===== src/rtl/lcdseq_pkg.sv =====
// Package: shared state encoding and status-byte field positions for the
// display command sequencer. Assumes an 8-bit status byte, busy in bit 7.
package lcdseq_pkg;
    typedef enum logic [2:0] {
        ST_IDLE,
        ST_POLL_SETUP,
        ST_POLL_STROBE,
        ST_POLL_CHECK,
        ST_WRITE_SETUP,
        ST_WRITE_STROBE,
        ST_DONE
    } seq_state_e;

    localparam int STATUS_BUSY_BIT = 7;
    localparam int ADDR_W          = 7;
endpackage


===== src/rtl/lcdseq_phase_timer.sv =====
// Module: counts clock cycles spent in the current bus phase.
// Assumes the owner pulses clear on every state change; the count never
// needs to exceed the longest phase, which the owner bounds.
module lcdseq_phase_timer #(
    parameter int CW = 4
) (
    input  logic          clk,
    input  logic          rst_n,
    input  logic          clear,
    output logic [CW-1:0] count
);
    // Restart on clear, otherwise advance by one each cycle.
    always_ff @(posedge clk) begin
        if (!rst_n || clear) count <= '0;
        else                 count <= count + 1'b1;
    end
endmodule


===== src/rtl/lcdseq_poll_limiter.sv =====
// Module: counts busy status reads for the current request and reports when
// the last allowed read has been used. Assumes arm is held while idle and
// tick pulses once per busy read that does not time out.
module lcdseq_poll_limiter #(
    parameter int LIMIT = 8
) (
    input  logic clk,
    input  logic rst_n,
    input  logic arm,
    input  logic tick,
    output logic at_limit
);
    localparam int CW = (LIMIT < 2) ? 1 : $clog2(LIMIT);

    logic [CW-1:0] busy_reads;

    // Count busy reads since the request was taken.
    always_ff @(posedge clk) begin
        if (!rst_n || arm)           busy_reads <= '0;
        else if (tick && !at_limit)  busy_reads <= busy_reads + 1'b1;
    end

    assign at_limit = (busy_reads == CW'(LIMIT - 1));

    AST_LIMIT_NO_WRAP: assert property (@(posedge clk) disable iff (!rst_n)
        at_limit && !arm |=> at_limit || $past(arm));
endmodule


===== src/rtl/lcd_cmd_sequencer.sv =====
// Module: host-side sequencer for a character display controller on an
// 8-bit parallel bus. Each accepted request is preceded by repeated status
// reads until the busy bit is clear, then written with an enable strobe.
// Assumes bus_din is valid on the last cycle of each read strobe.
module lcd_cmd_sequencer
    import lcdseq_pkg::*;
#(
    parameter int SETUP_CYC  = 2,
    parameter int STROBE_CYC = 3,
    parameter int POLL_LIMIT = 5
) (
    input  logic              clk,
    input  logic              rst_n,
    input  logic              req_valid,
    output logic              req_ready,
    input  logic              req_is_data,
    input  logic [7:0]        req_byte,
    output logic              bus_rs,
    output logic              bus_rw,
    output logic              bus_en,
    output logic              bus_oe,
    output logic [7:0]        bus_dout,
    input  logic [7:0]        bus_din,
    output logic [ADDR_W-1:0] addr_out,
    output logic              addr_valid,
    output logic              timeout_flag
);
    localparam int PH_MAX = (SETUP_CYC > STROBE_CYC) ? SETUP_CYC : STROBE_CYC;
    localparam int PH_W   = $clog2(PH_MAX + 1);

    seq_state_e        state_q, state_d;
    logic              is_data_q;
    logic [7:0]        byte_q;
    logic [7:0]        status_q;
    logic [PH_W-1:0]   phase_cnt;
    logic              setup_last, strobe_last;
    logic              poll_at_limit;
    logic              status_busy;
    logic              writing;

    lcdseq_phase_timer #(.CW(PH_W)) u_phase (
        .clk   (clk),
        .rst_n (rst_n),
        .clear (state_d != state_q),
        .count (phase_cnt)
    );

    lcdseq_poll_limiter #(.LIMIT(POLL_LIMIT)) u_limit (
        .clk      (clk),
        .rst_n    (rst_n),
        .arm      (state_q == ST_IDLE),
        .tick     (state_q == ST_POLL_CHECK && status_busy && !poll_at_limit),
        .at_limit (poll_at_limit)
    );

    assign setup_last  = (phase_cnt == PH_W'(SETUP_CYC - 1));
    assign strobe_last = (phase_cnt == PH_W'(STROBE_CYC - 1));
    assign status_busy = status_q[STATUS_BUSY_BIT];

    // Next-state selection for the poll-then-write sequence.
    always_comb begin
        state_d = state_q;
        unique case (state_q)
            ST_IDLE:         if (req_valid)   state_d = ST_POLL_SETUP;
            ST_POLL_SETUP:   if (setup_last)  state_d = ST_POLL_STROBE;
            ST_POLL_STROBE:  if (strobe_last) state_d = ST_POLL_CHECK;
            ST_POLL_CHECK: begin
                if (!status_busy)       state_d = ST_WRITE_SETUP;
                else if (poll_at_limit) state_d = ST_IDLE;
                else                    state_d = ST_POLL_SETUP;
            end
            ST_WRITE_SETUP:  if (setup_last)  state_d = ST_WRITE_STROBE;
            ST_WRITE_STROBE: if (strobe_last) state_d = ST_DONE;
            ST_DONE:                          state_d = ST_IDLE;
            default:                          state_d = ST_IDLE;
        endcase
    end

    // State register.
    always_ff @(posedge clk) begin
        if (!rst_n) state_q <= ST_IDLE;
        else        state_q <= state_d;
    end

    // Capture the request on acceptance.
    always_ff @(posedge clk) begin
        if (!rst_n) begin
            is_data_q <= 1'b0;
            byte_q    <= '0;
        end else if (state_q == ST_IDLE && req_valid) begin
            is_data_q <= req_is_data;
            byte_q    <= req_byte;
        end
    end

    // Sample the status byte on the cycle the read strobe falls.
    always_ff @(posedge clk) begin
        if (!rst_n)                                     status_q <= '0;
        else if (state_q == ST_POLL_STROBE && strobe_last) status_q <= bus_din;
    end

    // Publish the address counter from a status read with busy clear.
    always_ff @(posedge clk) begin
        if (!rst_n) begin
            addr_out   <= '0;
            addr_valid <= 1'b0;
        end else begin
            addr_valid <= (state_q == ST_POLL_CHECK) && !status_busy;
            if (state_q == ST_POLL_CHECK && !status_busy)
                addr_out <= status_q[ADDR_W-1:0];
        end
    end

    // Sticky timeout when the poll budget runs out.
    always_ff @(posedge clk) begin
        if (!rst_n) timeout_flag <= 1'b0;
        else if (state_q == ST_POLL_CHECK && status_busy && poll_at_limit)
            timeout_flag <= 1'b1;
    end

    // Bus pin levels derived from the current phase.
    assign writing   = (state_q == ST_WRITE_SETUP) || (state_q == ST_WRITE_STROBE)
                    || (state_q == ST_DONE);
    assign bus_en    = (state_q == ST_POLL_STROBE) || (state_q == ST_WRITE_STROBE);
    assign bus_rw    = !writing;
    assign bus_rs    = writing && is_data_q;
    assign bus_oe    = writing;
    assign bus_dout  = byte_q;
    assign req_ready = (state_q == ST_IDLE);

    AST_WRITE_NEEDS_IDLE_STATUS: assert property (@(posedge clk) disable iff (!rst_n)
        bus_en && !bus_rw |-> !status_q[STATUS_BUSY_BIT]);
    AST_READ_NOT_DRIVEN: assert property (@(posedge clk) disable iff (!rst_n)
        bus_en && bus_rw |-> !bus_oe && !bus_rs);
    AST_STROBE_SETUP_STABLE: assert property (@(posedge clk) disable iff (!rst_n)
        $rose(bus_en) |-> $stable(bus_rs) && $stable(bus_rw));
    AST_READY_BUS_QUIET: assert property (@(posedge clk) disable iff (!rst_n)
        req_ready |-> !bus_en && !bus_oe);
    AST_ADDR_PULSE_SINGLE: assert property (@(posedge clk) disable iff (!rst_n)
        addr_valid |=> !addr_valid);
    AST_ADDR_HELD: assert property (@(posedge clk) disable iff (!rst_n)
        !addr_valid |-> $stable(addr_out) || $past(!rst_n));
    AST_TIMEOUT_STICKY: assert property (@(posedge clk) disable iff (!rst_n)
        timeout_flag |=> timeout_flag);
endmodule


===== config.mk =====
export PLATFORM = sky130hd
export DESIGN_NAME = lcd_cmd_sequencer
export DESIGN_NICKNAME = d
export VERILOG_FILES = /design/src/rtl/lcdseq_pkg.sv /design/src/rtl/lcdseq_phase_timer.sv /design/src/rtl/lcdseq_poll_limiter.sv /design/src/rtl/lcd_cmd_sequencer.sv
export SDC_FILE = /design/constraint.sdc
export NUM_CORES = 1
export LEC_CHECK = 0
export BUFFER_PORTS_ARGS = -buffer_cell sky130_fd_sc_hd__buf_2
export CORE_ASPECT_RATIO = 1.2
export CORE_UTILIZATION = 45
export CTS_CLUSTER_DIAMETER = 50
export CTS_CLUSTER_SIZE = 14
export DETAILED_ROUTE_END_ITERATION = 8
export GPL_TIMING_DRIVEN = 0
export PLACE_DENSITY = 0.7
export SLEW_MARGIN = 20
export SYNTH_ARGS = -nofsm -noshare
export SYNTH_HDL_FRONTEND = slang
export SYNTH_HIERARCHICAL = 1
export SYNTH_SLANG_ARGS = --single-unit

===== constraint.sdc =====
create_clock -name clk -period 1.4 [get_ports clk]
set_input_delay 0.07 -clock clk [delete_from_list [all_inputs] [get_ports clk]]
set_output_delay 0.07 -clock clk [all_outputs]
set_load 0.02 [all_outputs]

==> flow_metrics.tcl <==
set metrics [dict create \
    power.ir.vdd_worst_mv 0.705 \
    violations "setup timing" \
    grt_start_max_net_pins 11 \
    post_synth.cell_area_avg_um2 9.50 \
    main_combinational_cell_family_by_area_after_synthesis "simple AND/OR/NAND/NOR gates" \
    clock_sink_count 34 \
    synthXorXnorAreaFrac_pct 0.591 \
    power.sequential.fraction_pct 50.9 \
    postSynthRegisterBits 34 \
    antenna-diode-count 0 \
    design.die.area_mm2 0.00353 \
    final_design_area_no_fill_mm2 0.00221 \
    io_pins 42 \
    detailroute.via_count 1387 \
    ctsRootBufferMaster "sky130_fd_sc_hd__clkbuf_4" \
    die_height_um 64.9 \
    detail_route.wl_per_cell_um 14.1 \
    number_of_remaining_drc_errors 0 \
    synth-compound-area-share_pct 8.61 \
    synth_async_sr_flop_share_pct 0 \
    rsz0062_at_grt "true" \
    timing_worst_slew_pin_value_ns 0.445 \
    grt_pass1_wl_um 5910 \
    finClkSkew_ns 0.00998 \
    share_of_total_power_in_combinational_logic_pct 21.2 \
    initial_antenna_violation_count 0 \
    postRouteWirelength_um 3840 \
    synth_nets 178 \
    floorplan.core_area_mm2 0.00311 \
    clockPowerShare_pct 27.8 \
    yosysSeqAreaShare_pct 45.9 \
    detailedRoute.firstPassIterationCount 4 \
    yosys.area.top_type "sky130_fd_sc_hd__dfxtp_1" \
    max_cap_viol_count 0 \
    cts-buffers-inserted 5 \
    internal_power_w 0.00148 \
    critPathArrivalTime_ns 1.80 \
    timing.max_slew.rel_slack_pct 70.4 \
    yosys_warnings 6 \
    globalplace.congestion 0.849 \
    final_nets 257 \
    clock_latency_ns 0.33 \
    die_width_um 54.4 \
    cts.clk_slew.worst_paths_ns 0.10 \
    max_clock_freq_ghz 0.637 \
    final.period_utilization_pct 112 \
    clock_tree.htree_level_count 2 \
    leakagePower_nw 1.02 \
    global_route.overflow_total 0 \
    finalHoldViolCount 0 \
    synth_edf_count 0 \
    hpwl_um 2320 \
    fp-row-count 22 \
    power_switching_share_pct 27.3 \
    totalNegativeSetupSlack_ns -0.665 \
    powerDensity_mw_per_mm2 917 \
    path_class "flop to flop" \
    muxShareOfSynthArea_pct 11.5 \
    end_kind "flop" \
    hold-path-cell-count 3 \
    yosys.area_share.simple_pct 26.4 \
    critPathLaunchType "flop" \
    post_dp_cell_area_mm2 0.00174 \
    setup_slack_ns -0.169 \
    largest_cells_by_area_after_synthesis "sky130_fd_sc_hd__dfxtp_1 (46%), sky130_fd_sc_hd__mux2i_1 (11%), sky130_fd_sc_hd__nor2_1 (5.8%)" \
    synthToLayoutAreaGrowth_pct 49.4 \
    run_status "finished with violations" \
    grt_util_all_layers_pct 23.6 \
    fin_crit_ns 1.57 \
    hold_class "input port to flop" \
    synth_largest_type_area_fraction_pct 45.9 \
    post_drt_via_cell_ratio 5.10 \
    netSwitchingPower_w 0.000555 \
    r2r.worst_path.cells 6 \
    postSynth.topFlopCell "sky130_fd_sc_hd__dfxtp_1" \
    final-max-slew-violation-count 0 \
    route.antenna.remaining_nets 0 \
    drt_iter0_drc 27 \
    vias_in_the_first_global_route 1407 \
    synth-adder-area-share_pct 1.69 \
    tritoncts "built" \
    synth_area_mm2 0.00148 \
    report.final.setup_viol 14 \
    clock_path_buffers 2 \
    place.port_buffers 41 \
    synth.lib_cells_used.distinct 36 \
    share_of_final_layout_standard_cells_stronger_than_drive_strength_1_pct 39.0 \
    fin_worst_hold_slack_ns 0.0488 \
    worstPathMaxFanout 4 \
    initial_core_util_pct 47.7 \
    synth_cells 156 \
    worstPathRequired_ns 1.63 \
]
[metal layers]
| layer | share of wire [%] | vias to the layer above | global-route usage [%] |
|---|---|---|---|
| li1 | - | 682 | - |
| met1 | 40 | 660 | 23.2 |
| met2 | 55 | 39 | 42.4 |
| met3 | 4.1 | 6 | 7.04 |
| met4 | 1.2 | 0 | 11.5 |
| met5 | 0 | - | 0 |
[power by group through the flow]
stage | Combinational, W | Clock, W | Sequential (W)
6_report | 0.000432 | 0.000565 | 0.00103
3_5_place_dp | 0.000292 | 0 | 0.00105
4_1_cts | 0.000366 | 0.000576 | 0.00103
2_1_floorplan | 0.000185 | 0 | 0.00107
3_3_place_gp | 0.000283 | 0 | 0.00105
5_1_grt | 0.000463 | 0.000628 | 0.00104
[worst paths after layout]
path                     from          endpoint  slack (ns)
hold / removal          rst_n  u_phase/count[1]        0.05
hold reg to reg   bus_dout[3]       bus_dout[3]        0.46
setup reg to reg   state_q[2]  u_phase/count[0]       -0.17
setup / recovery   state_q[2]  u_phase/count[0]       -0.17
[state kept, by name, summed over array words and instances, names as in the netlist]
name	flops
status_q	8
bus_dout	8
is_data_q	1
state_q	3
u_phase/count	2
u_limit/busy_reads	3
addr_valid	1
timeout_flag	1
addr_out	7
[cell usage after synthesis, types with 2 or more instances]
library cell / number
sky130_fd_sc_hd__nand2_1: 22
sky130_fd_sc_hd__nand2b_1: 2
sky130_fd_sc_hd__clkbuf_1: 3
sky130_fd_sc_hd__buf_6: 2
sky130_fd_sc_hd__inv_1: 4
sky130_fd_sc_hd__a21oi_1: 10
sky130_fd_sc_hd__and2_1: 4
sky130_fd_sc_hd__mux2i_1: 17
sky130_fd_sc_hd__nand3b_1: 3
sky130_fd_sc_hd__o21a_1: 2
sky130_fd_sc_hd__o21ai_0: 2
sky130_fd_sc_hd__nor2_1: 23
sky130_fd_sc_hd__nor4b_2: 2
sky130_fd_sc_hd__dfxtp_1: 34
sky130_fd_sc_hd__nand4b_1: 2
sky130_fd_sc_hd__ha_1: 2
sky130_fd_sc_hd__buf_4: 3
[layout make-up]
class | count | area (um2)
plain buffers | 7 | 71.3
clock buffers | 7 | 55.1
clock inverters | 1 | 5.00
fillers | 235 | 896
inverters | 6 | 27.5
multi-input cells | 108 | 796
flip-flops and latches | 34 | 697
well taps | 36 | 45.0
repair buffers | 73 | 518
[placed cells by master, fill, tap and decap left out, types with 2 or more instances in the layout]
cell type / instances
sky130_fd_sc_hd__dfxtp_4: 3
sky130_fd_sc_hd__nand3b_1: 3
sky130_fd_sc_hd__buf_2: 39
sky130_fd_sc_hd__dfxtp_2: 4
sky130_fd_sc_hd__dlygate4sd3_1: 17
sky130_fd_sc_hd__clkbuf_1: 3
sky130_fd_sc_hd__inv_1: 3
sky130_fd_sc_hd__buf_8: 2
sky130_fd_sc_hd__clkbuf_4: 5
sky130_fd_sc_hd__nor4b_4: 2
sky130_fd_sc_hd__and2_1: 3
sky130_fd_sc_hd__nand2_1: 22
sky130_fd_sc_hd__o21a_1: 2
sky130_fd_sc_hd__o21ai_1: 2
sky130_fd_sc_hd__dfxtp_1: 27
sky130_fd_sc_hd__mux2i_1: 17
sky130_fd_sc_hd__buf_4: 14
sky130_fd_sc_hd__nand4b_1: 2
sky130_fd_sc_hd__buf_6: 5
sky130_fd_sc_hd__nor2_1: 22
sky130_fd_sc_hd__nor3_4: 2
sky130_fd_sc_hd__a21oi_1: 10
[through the flow]
| step | setup WS [ns] | total power, W | cells | utilization (%) |
|---|---|---|---|---|
| 2_1_floorplan | -0.0255 | 0.00125 | 156 | - |
| 3_3_place_gp | -0.199 | 0.00133 | 233 | 56.1 |
| 3_5_place_dp | -0.265 | 0.00134 | 233 | 56.1 |
| 4_1_cts | -0.0874 | 0.00197 | 265 | 67.1 |
| 5_1_grt | -0.200 | 0.00213 | 272 | 71.2 |
| 6_report | -0.169 | 0.00203 | 272 | 71.2 |
[timing repair]
| action | CTS | global route |
|---|---|---|
| hold buffers | 17 | 0 |
| gates resized for setup | 18 | 16 |
| setup buffers | 7 | 6 |
| endpoints found under the hold margin | 17 | 0 |
| gates cloned | 1 | 1 |
| endpoints found under the setup margin | 20 | 31 |
| pin swaps | 3 | 7 |
[kinds of logic (layout without fill, tap and decap cells)]
family	Yosys count	after routing
xor gates and xnor gates	1	1
DFF	34	34
adders and majority gates	2	2
muxes	17	17
buffers and inverters	14	94
and+or+nand+nor	70	70
AOI/OAI and AO/OA	18	18
[worst max-delay path, stage by stage (launching register included)]
cell,delay [ns]
sky130_fd_sc_hd__dfxtp_4,0.37
sky130_fd_sc_hd__nand2b_1,0.26
sky130_fd_sc_hd__a2111oi_4,0.40
sky130_fd_sc_hd__nor4b_4,0.09
sky130_fd_sc_hd__o21ai_1,0.16
sky130_fd_sc_hd__nand2b_4,0.15
sky130_fd_sc_hd__nor2_1,0.04
No activity file was read; power rests on OpenSTA's default activity.
